## config.mk

```make
export PLATFORM = sky130hd
export DESIGN_NAME = lnb_bridge
export DESIGN_NICKNAME = d
export VERILOG_FILES = /design/src/rtl/lnb_pkg.sv /design/src/rtl/lnb_sync.sv /design/src/rtl/lnb_channel.sv /design/src/rtl/lnb_bridge.sv
export SDC_FILE = /design/constraint.sdc
export NUM_CORES = 1
export LEC_CHECK = 0
export BUFFER_PORTS_ARGS = -buffer_cell sky130_fd_sc_hd__buf_2
export CORE_MARGIN = 2
export CORE_UTILIZATION = 45
export CTS_CLUSTER_DIAMETER = 150
export DETAILED_ROUTE_END_ITERATION = 7
export SETUP_SLACK_MARGIN = 0.1
export SYNTH_ARGS = -nofsm -noshare
export SYNTH_HDL_FRONTEND = slang
export SYNTH_SLANG_ARGS = --single-unit
```

## constraint.sdc

```tcl
create_clock -name clk -period 4.7 [get_ports clk]
set_clock_uncertainty 0.1 [all_clocks]
set_input_delay 0.94 -clock clk [delete_from_list [all_inputs] [get_ports clk]]
set_output_delay 0.94 -clock clk [all_outputs]
set_load 0.05 [all_outputs]
```

## src/rtl/lnb_pkg.sv

```systemverilog
package lnb_pkg;

    // Channel states. HOLD is the inactive state that keeps the card side low.
    typedef enum logic [2:0] {
        ST_HOLD      = 3'd0,
        ST_IDLE      = 3'd1,
        ST_HOST_WAIT = 3'd2,
        ST_HOST_LEAD = 3'd3,
        ST_CARD_WAIT = 3'd4,
        ST_CARD_LEAD = 3'd5,
        ST_KICK_CARD = 3'd6,
        ST_KICK_HOST = 3'd7
    } lnb_state_e;

endpackage

```

## src/rtl/lnb_sync.sv

```systemverilog
module lnb_sync #(
    parameter int               WIDTH   = 1,
    parameter int               STAGES  = 2,
    parameter logic [WIDTH-1:0] RST_VAL = '0
) (
    input  logic             clk,
    input  logic             rst_n,
    input  logic [WIDTH-1:0] async_in,
    output logic [WIDTH-1:0] sync_out
);

    typedef logic [STAGES-1:0][WIDTH-1:0] chain_t;

    chain_t chain_d;
    chain_t chain_q;

    // Shift the raw level one stage per clock.
    always_comb begin
        chain_d[0] = async_in;
        for (int s = 1; s < STAGES; s++) begin
            chain_d[s] = chain_q[s-1];
        end
    end

    always_ff @(posedge clk or negedge rst_n) begin
        if (!rst_n) begin
            chain_q <= {STAGES{RST_VAL}};
        end else begin
            chain_q <= chain_d;
        end
    end

    assign sync_out = chain_q[STAGES-1];

endmodule

```

## src/rtl/lnb_channel.sv

```systemverilog
module lnb_channel
    import lnb_pkg::*;
#(
    parameter int DELAY_CYC = 4,
    parameter int PULSE_CYC = 10
) (
    input  logic clk,
    input  logic rst_n,
    input  logic enable,
    input  logic host_s,
    input  logic card_s,
    output logic host_pull_low,
    output logic host_push_high,
    output logic card_pull_low,
    output logic card_push_high
);

    localparam int CNT_MAX = (DELAY_CYC > PULSE_CYC) ? DELAY_CYC : PULSE_CYC;
    localparam int CNT_W   = $clog2(CNT_MAX + 1);
    localparam logic [CNT_W-1:0] DLY_LOAD = CNT_W'(DELAY_CYC - 1);
    localparam logic [CNT_W-1:0] PLS_LOAD = CNT_W'(PULSE_CYC - 1);

    typedef struct packed {
        lnb_state_e       st;
        logic [CNT_W-1:0] cnt;
        logic             h_prev;
        logic             c_prev;
    } chan_t;

    // The card side is held low in reset, so its last seen level starts low.
    localparam chan_t CHAN_RST = '{st: ST_HOLD, cnt: '0, h_prev: 1'b1, c_prev: 1'b0};

    chan_t r_d;
    chan_t r_q;
    logic  host_fall;
    logic  card_fall;
    logic  cnt_zero;

    always_comb begin
        r_d        = r_q;
        r_d.h_prev = host_s;
        r_d.c_prev = card_s;
        host_fall  = r_q.h_prev & ~host_s;
        card_fall  = r_q.c_prev & ~card_s;
        cnt_zero   = (r_q.cnt == '0);

        if (!enable) begin
            r_d.st  = ST_HOLD;
            r_d.cnt = '0;
        end else begin
            unique case (r_q.st)
                ST_HOLD: begin
                    r_d.st = ST_IDLE;
                end
                ST_IDLE: begin
                    // Host side is checked first: it wins a same-cycle tie.
                    if (host_fall) begin
                        r_d.st  = ST_HOST_WAIT;
                        r_d.cnt = DLY_LOAD;
                    end else if (card_fall) begin
                        r_d.st  = ST_CARD_WAIT;
                        r_d.cnt = DLY_LOAD;
                    end
                end
                ST_HOST_WAIT: begin
                    if (host_s) begin
                        r_d.st = ST_IDLE;
                    end else if (cnt_zero) begin
                        r_d.st = ST_HOST_LEAD;
                    end else begin
                        r_d.cnt = r_q.cnt - 1'b1;
                    end
                end
                ST_HOST_LEAD: begin
                    if (host_s) begin
                        r_d.st  = ST_KICK_CARD;
                        r_d.cnt = PLS_LOAD;
                    end
                end
                ST_CARD_WAIT: begin
                    if (card_s) begin
                        r_d.st = ST_IDLE;
                    end else if (cnt_zero) begin
                        r_d.st = ST_CARD_LEAD;
                    end else begin
                        r_d.cnt = r_q.cnt - 1'b1;
                    end
                end
                ST_CARD_LEAD: begin
                    if (card_s) begin
                        r_d.st  = ST_KICK_HOST;
                        r_d.cnt = PLS_LOAD;
                    end
                end
                ST_KICK_CARD, ST_KICK_HOST: begin
                    if (cnt_zero) begin
                        r_d.st = ST_IDLE;
                    end else begin
                        r_d.cnt = r_q.cnt - 1'b1;
                    end
                end
                default: begin
                    r_d.st = ST_HOLD;
                end
            endcase
        end
    end

    always_ff @(posedge clk or negedge rst_n) begin
        if (!rst_n) begin
            r_q <= CHAN_RST;
        end else begin
            r_q <= r_d;
        end
    end

    always_comb begin
        host_pull_low  = (r_q.st == ST_CARD_LEAD);
        host_push_high = (r_q.st == ST_KICK_HOST);
        card_pull_low  = (r_q.st == ST_HOST_LEAD) || (r_q.st == ST_HOLD);
        card_push_high = (r_q.st == ST_KICK_CARD);
    end

endmodule

```

## src/rtl/lnb_bridge.sv

```systemverilog
module lnb_bridge #(
    parameter int NUM_LINES   = 3,
    parameter int SYNC_STAGES = 2,
    parameter int DELAY_CYC   = 4,
    parameter int PULSE_CYC   = 10
) (
    input  logic                 clk,
    input  logic                 rst_n,
    input  logic                 card_en,
    input  logic [NUM_LINES-1:0] host_sense,
    input  logic [NUM_LINES-1:0] card_sense,
    output logic [NUM_LINES-1:0] host_pull_low,
    output logic [NUM_LINES-1:0] host_push_high,
    output logic [NUM_LINES-1:0] card_pull_low,
    output logic [NUM_LINES-1:0] card_push_high
);

    localparam logic [NUM_LINES-1:0] HOST_IDLE = '1;
    localparam logic [NUM_LINES-1:0] CARD_IDLE = '0;

    logic [NUM_LINES-1:0] host_s;
    logic [NUM_LINES-1:0] card_s;

    lnb_sync #(
        .WIDTH   (NUM_LINES),
        .STAGES  (SYNC_STAGES),
        .RST_VAL (HOST_IDLE)
    ) i_host_sync (
        .clk      (clk),
        .rst_n    (rst_n),
        .async_in (host_sense),
        .sync_out (host_s)
    );

    lnb_sync #(
        .WIDTH   (NUM_LINES),
        .STAGES  (SYNC_STAGES),
        .RST_VAL (CARD_IDLE)
    ) i_card_sync (
        .clk      (clk),
        .rst_n    (rst_n),
        .async_in (card_sense),
        .sync_out (card_s)
    );

    for (genvar i = 0; i < NUM_LINES; i++) begin : g_line
        lnb_channel #(
            .DELAY_CYC (DELAY_CYC),
            .PULSE_CYC (PULSE_CYC)
        ) i_channel (
            .clk            (clk),
            .rst_n          (rst_n),
            .enable         (card_en),
            .host_s         (host_s[i]),
            .card_s         (card_s[i]),
            .host_pull_low  (host_pull_low[i]),
            .host_push_high (host_push_high[i]),
            .card_pull_low  (card_pull_low[i]),
            .card_push_high (card_push_high[i])
        );
    end

endmodule

```

==> results_dict.tcl <==
set metrics [dict create \
    ys_ff_latch 39 \
    dp.cells 319 \
    cts.sinks 39 \
    worst_ep_arrival_time_ns 1.67 \
    drive_gt1_share_pct 15.18 \
    grt_pass1_vias 1696 \
    grt_pass1_wl_mm 7.514 \
    worstPathRequired_ns 3.66 \
    p_seq_share_pct 35.2 \
    slew_headroom_pct 42.27 \
    p_int_mw 0.8272 \
    syn_area_um2 2298 \
    cts-htree-levels 2 \
    p_total_mw 1.467 \
    rsz0062_at_grt "no" \
    die_area_um2 5696 \
    cts_resized 0 \
    synth_edf_count 0 \
    ys_seq_area_share_pct 42.95 \
    maxCapViolCount 0 \
    vias 1781 \
    clockBufferDepth 2 \
    synth_area_per_cell_um2 9.157 \
    swShare_pct 43.63 \
    cts_setup_buffers 0 \
    clock_latency_ns 0.29 \
    p_sw_mw 0.6402 \
    synth_cells 251 \
    postCtsHoldBufs 0 \
    die_h_um 75.47 \
    antenna_found_initial 0 \
    path_clk_slew_ns 0.08 \
    drt-initial-drc-count 109 \
    outcome "complete, no violations" \
    cts_root_buf "clkbuf_8" \
    start_util_pct 45.88 \
    synthDistinctLibCells 51 \
    portBuffers 20 \
    first_pass_iters 4 \
    finalWirelength_mm 4.279 \
    grt_max_degree 40 \
    synthArstFlopShare_pct 100.0 \
    rows 26 \
    pin_count 21 \
    viasPerCell 5.446 \
    yosys_warnings 0 \
    post-route-min-period_ns 2.707 \
    vdd_drop_max_uv 294.9 \
    end_kind "primary output" \
    crit_type "reg2out" \
    worstHoldPathType "reg2reg" \
    cts_buffers 5 \
    synth_nets 266 \
    core_area_um2 5010 \
    final_cells 327 \
    tightest_slew_ns 0.8660 \
    hpwl_mm 2.982 \
    ant_nets 0 \
    gp_congestion 0.8117 \
    die_x_um 75.47 \
    avgRoutedWirePerCell_um 13.09 \
    nNetsFinal 271 \
    worstPathMaxFanout 13 \
    finalMaxSlewViolations 0 \
    p_comb_share_pct 45.5 \
    fmax_mhz 369.4 \
    start_kind "flop" \
    gr-total-overflow 0 \
    p_per_area_nw_per_um2 595.3 \
    ys.flop_type "dfrtp_1" \
    post-route-drc-count 0 \
    setup_viol 0 \
    tns_ns 0 \
    fin_crit_sh_pct 57.60 \
    p_leak_nw 1.071 \
    cts_tree "yes" \
    grt_usage_pct 16.91 \
    clkPwrFrac_pct 19.3 \
    area_growth_pct 7.240 \
    antenna_cells 0 \
    hold_viol 0 \
    fillers 516 \
]
cell usage in the layout, fill, tap and decap left out, drive strengths merged, types with 5 or more instances in the layout:
cell / instances
dfrtp: 30
a21oi: 20
buf: 20
nor2: 19
inv: 16
o21ai: 14
nor2b: 12
nand2: 11
nor3: 10
dfstp: 9
nand2b: 6
ha: 6
clkbuf: 6
o31ai: 5
power by group through the flow:
stage	clock network, mW	logic [mW]	registers [mW]
3_3_place_gp	0	0.667	0.521
5_1_grt	0.309	0.759	0.532
2_1_floorplan	0	0.651	0.444
3_5_place_dp	0	0.667	0.522
4_1_cts	0.294	0.673	0.515
6_report	0.283	0.668	0.516
state kept, by name, summed over array words and instances (netlist names):
name	count
g_line.i_channel.r_q	27
i_card_sync.chain_d	3
i_host_sync.chain_d	3
i_card_sync.sync_out	3
i_host_sync.sync_out	3
per-stage QoR:
stage                     area [um2]  hold WS [ns]  utilization, %  setup WS, ns
after floorplan                 2298        0.2312               -         2.549
after global placement          2347        0.2320           46.85         2.347
after detailed placement        2347        0.2347           46.85         2.314
after CTS                       2465        0.2519           49.20         1.985
after global routing            2465        0.2619           49.20         1.848
final                           2465        0.2501           49.20         1.993
path summary, 6_finish.rpt:
kind | startpoint | end | slack, ns | cells past startpoint
max | g_line[0].i_channel.r_q[6]$_DFFE_PN0P_ | host_pull_low[0] | 1.99 | 4
min | i_card_sync.chain_d[4]$_DFF_PN0_ | i_card_sync.sync_out[1]$_DFF_PN0_ | 0.25 | 0
max reg2reg | g_line[2].i_channel.r_q[6]$_DFFE_PN0P_ | g_line[2].i_channel.r_q[3]$_DFFE_PN0P_ | 2.44 | 5
min reg2reg | i_card_sync.chain_d[4]$_DFF_PN0_ | i_card_sync.sync_out[1]$_DFF_PN0_ | 0.25 | 0
max in group asynchronous | rst_n | g_line[1].i_channel.r_q[5]$_DFFE_PN0P_ | 3.29 | 1
min in group asynchronous | rst_n | g_line[1].i_channel.r_q[3]$_DFFE_PN0P_ | 0.66 | 1
metal layers:
| layer | part of all wire (%) | up-vias | track usage, % |
|---|---|---|---|
| li1 | - | 905 | - |
| met1 | 49 | 828 | 23.62 |
| met2 | 46 | 43 | 26.47 |
| met3 | 4.1 | 5 | 3.836 |
| met4 | 1.1 | 0 | 5.068 |
| met5 | 0 | - | 0 |
cells in the mapped netlist, types with 4 or more instances:
library cell	n	area [um2]
dfrtp_1	30	750.7
a21oi_1	20	100.1
nor2_1	19	71.32
inv_1	15	56.30
o21ai_0	13	65.06
buf_4	12	90.09
nor2b_1	12	75.07
nand2_1	11	41.29
nor3_1	10	50.05
dfstp_2	9	236.5
clkbuf_1	6	22.52
ha_1	6	75.07
nand2b_1	6	37.54
o31ai_1	5	37.54
a211oi_1	4	30.03
a22o_1	4	35.03
and2_1	4	25.02
nor3b_1	4	30.03
or4_1	4	30.03
xor2_1	4	35.03
cell families (layout without fill, tap and decap cells):
kind of cell | Yosys count | count (layout) | share of synthesized area (%)
simple gates | 82 | 82 | 19.33
xor+xnor | 4 | 4 | 1.524
mux | 1 | 1 | 0.4355
fa+ha+maj | 7 | 7 | 3.756
buf+inv | 39 | 45 | 8.927
compound gates | 79 | 79 | 23.08
flops | 39 | 39 | 42.95
final cells by class:
| class | instances | area, um2 | share of cell area, % |
|---|---|---|---|
| multi-input cells | 173 | 1106 | 44.87 |
| repair buffers | 20 | 100.1 | 4.061 |
| well taps | 70 | 87.58 | 3.553 |
| inverters | 17 | 66.31 | 2.690 |
| flip-flops and latches | 39 | 987.2 | 40.05 |
| clock inverters | 2 | 35.03 | 1.421 |
| clock buffers | 6 | 82.58 | 3.350 |
critical path: stages, from the launching register on:
cell and delay [ns]:
dfrtp_1 0.56, inv_1 0.18, nor2_1 0.24, and2_1 0.15
buf_2 0.25
Power figures use the tool's default switching activity.
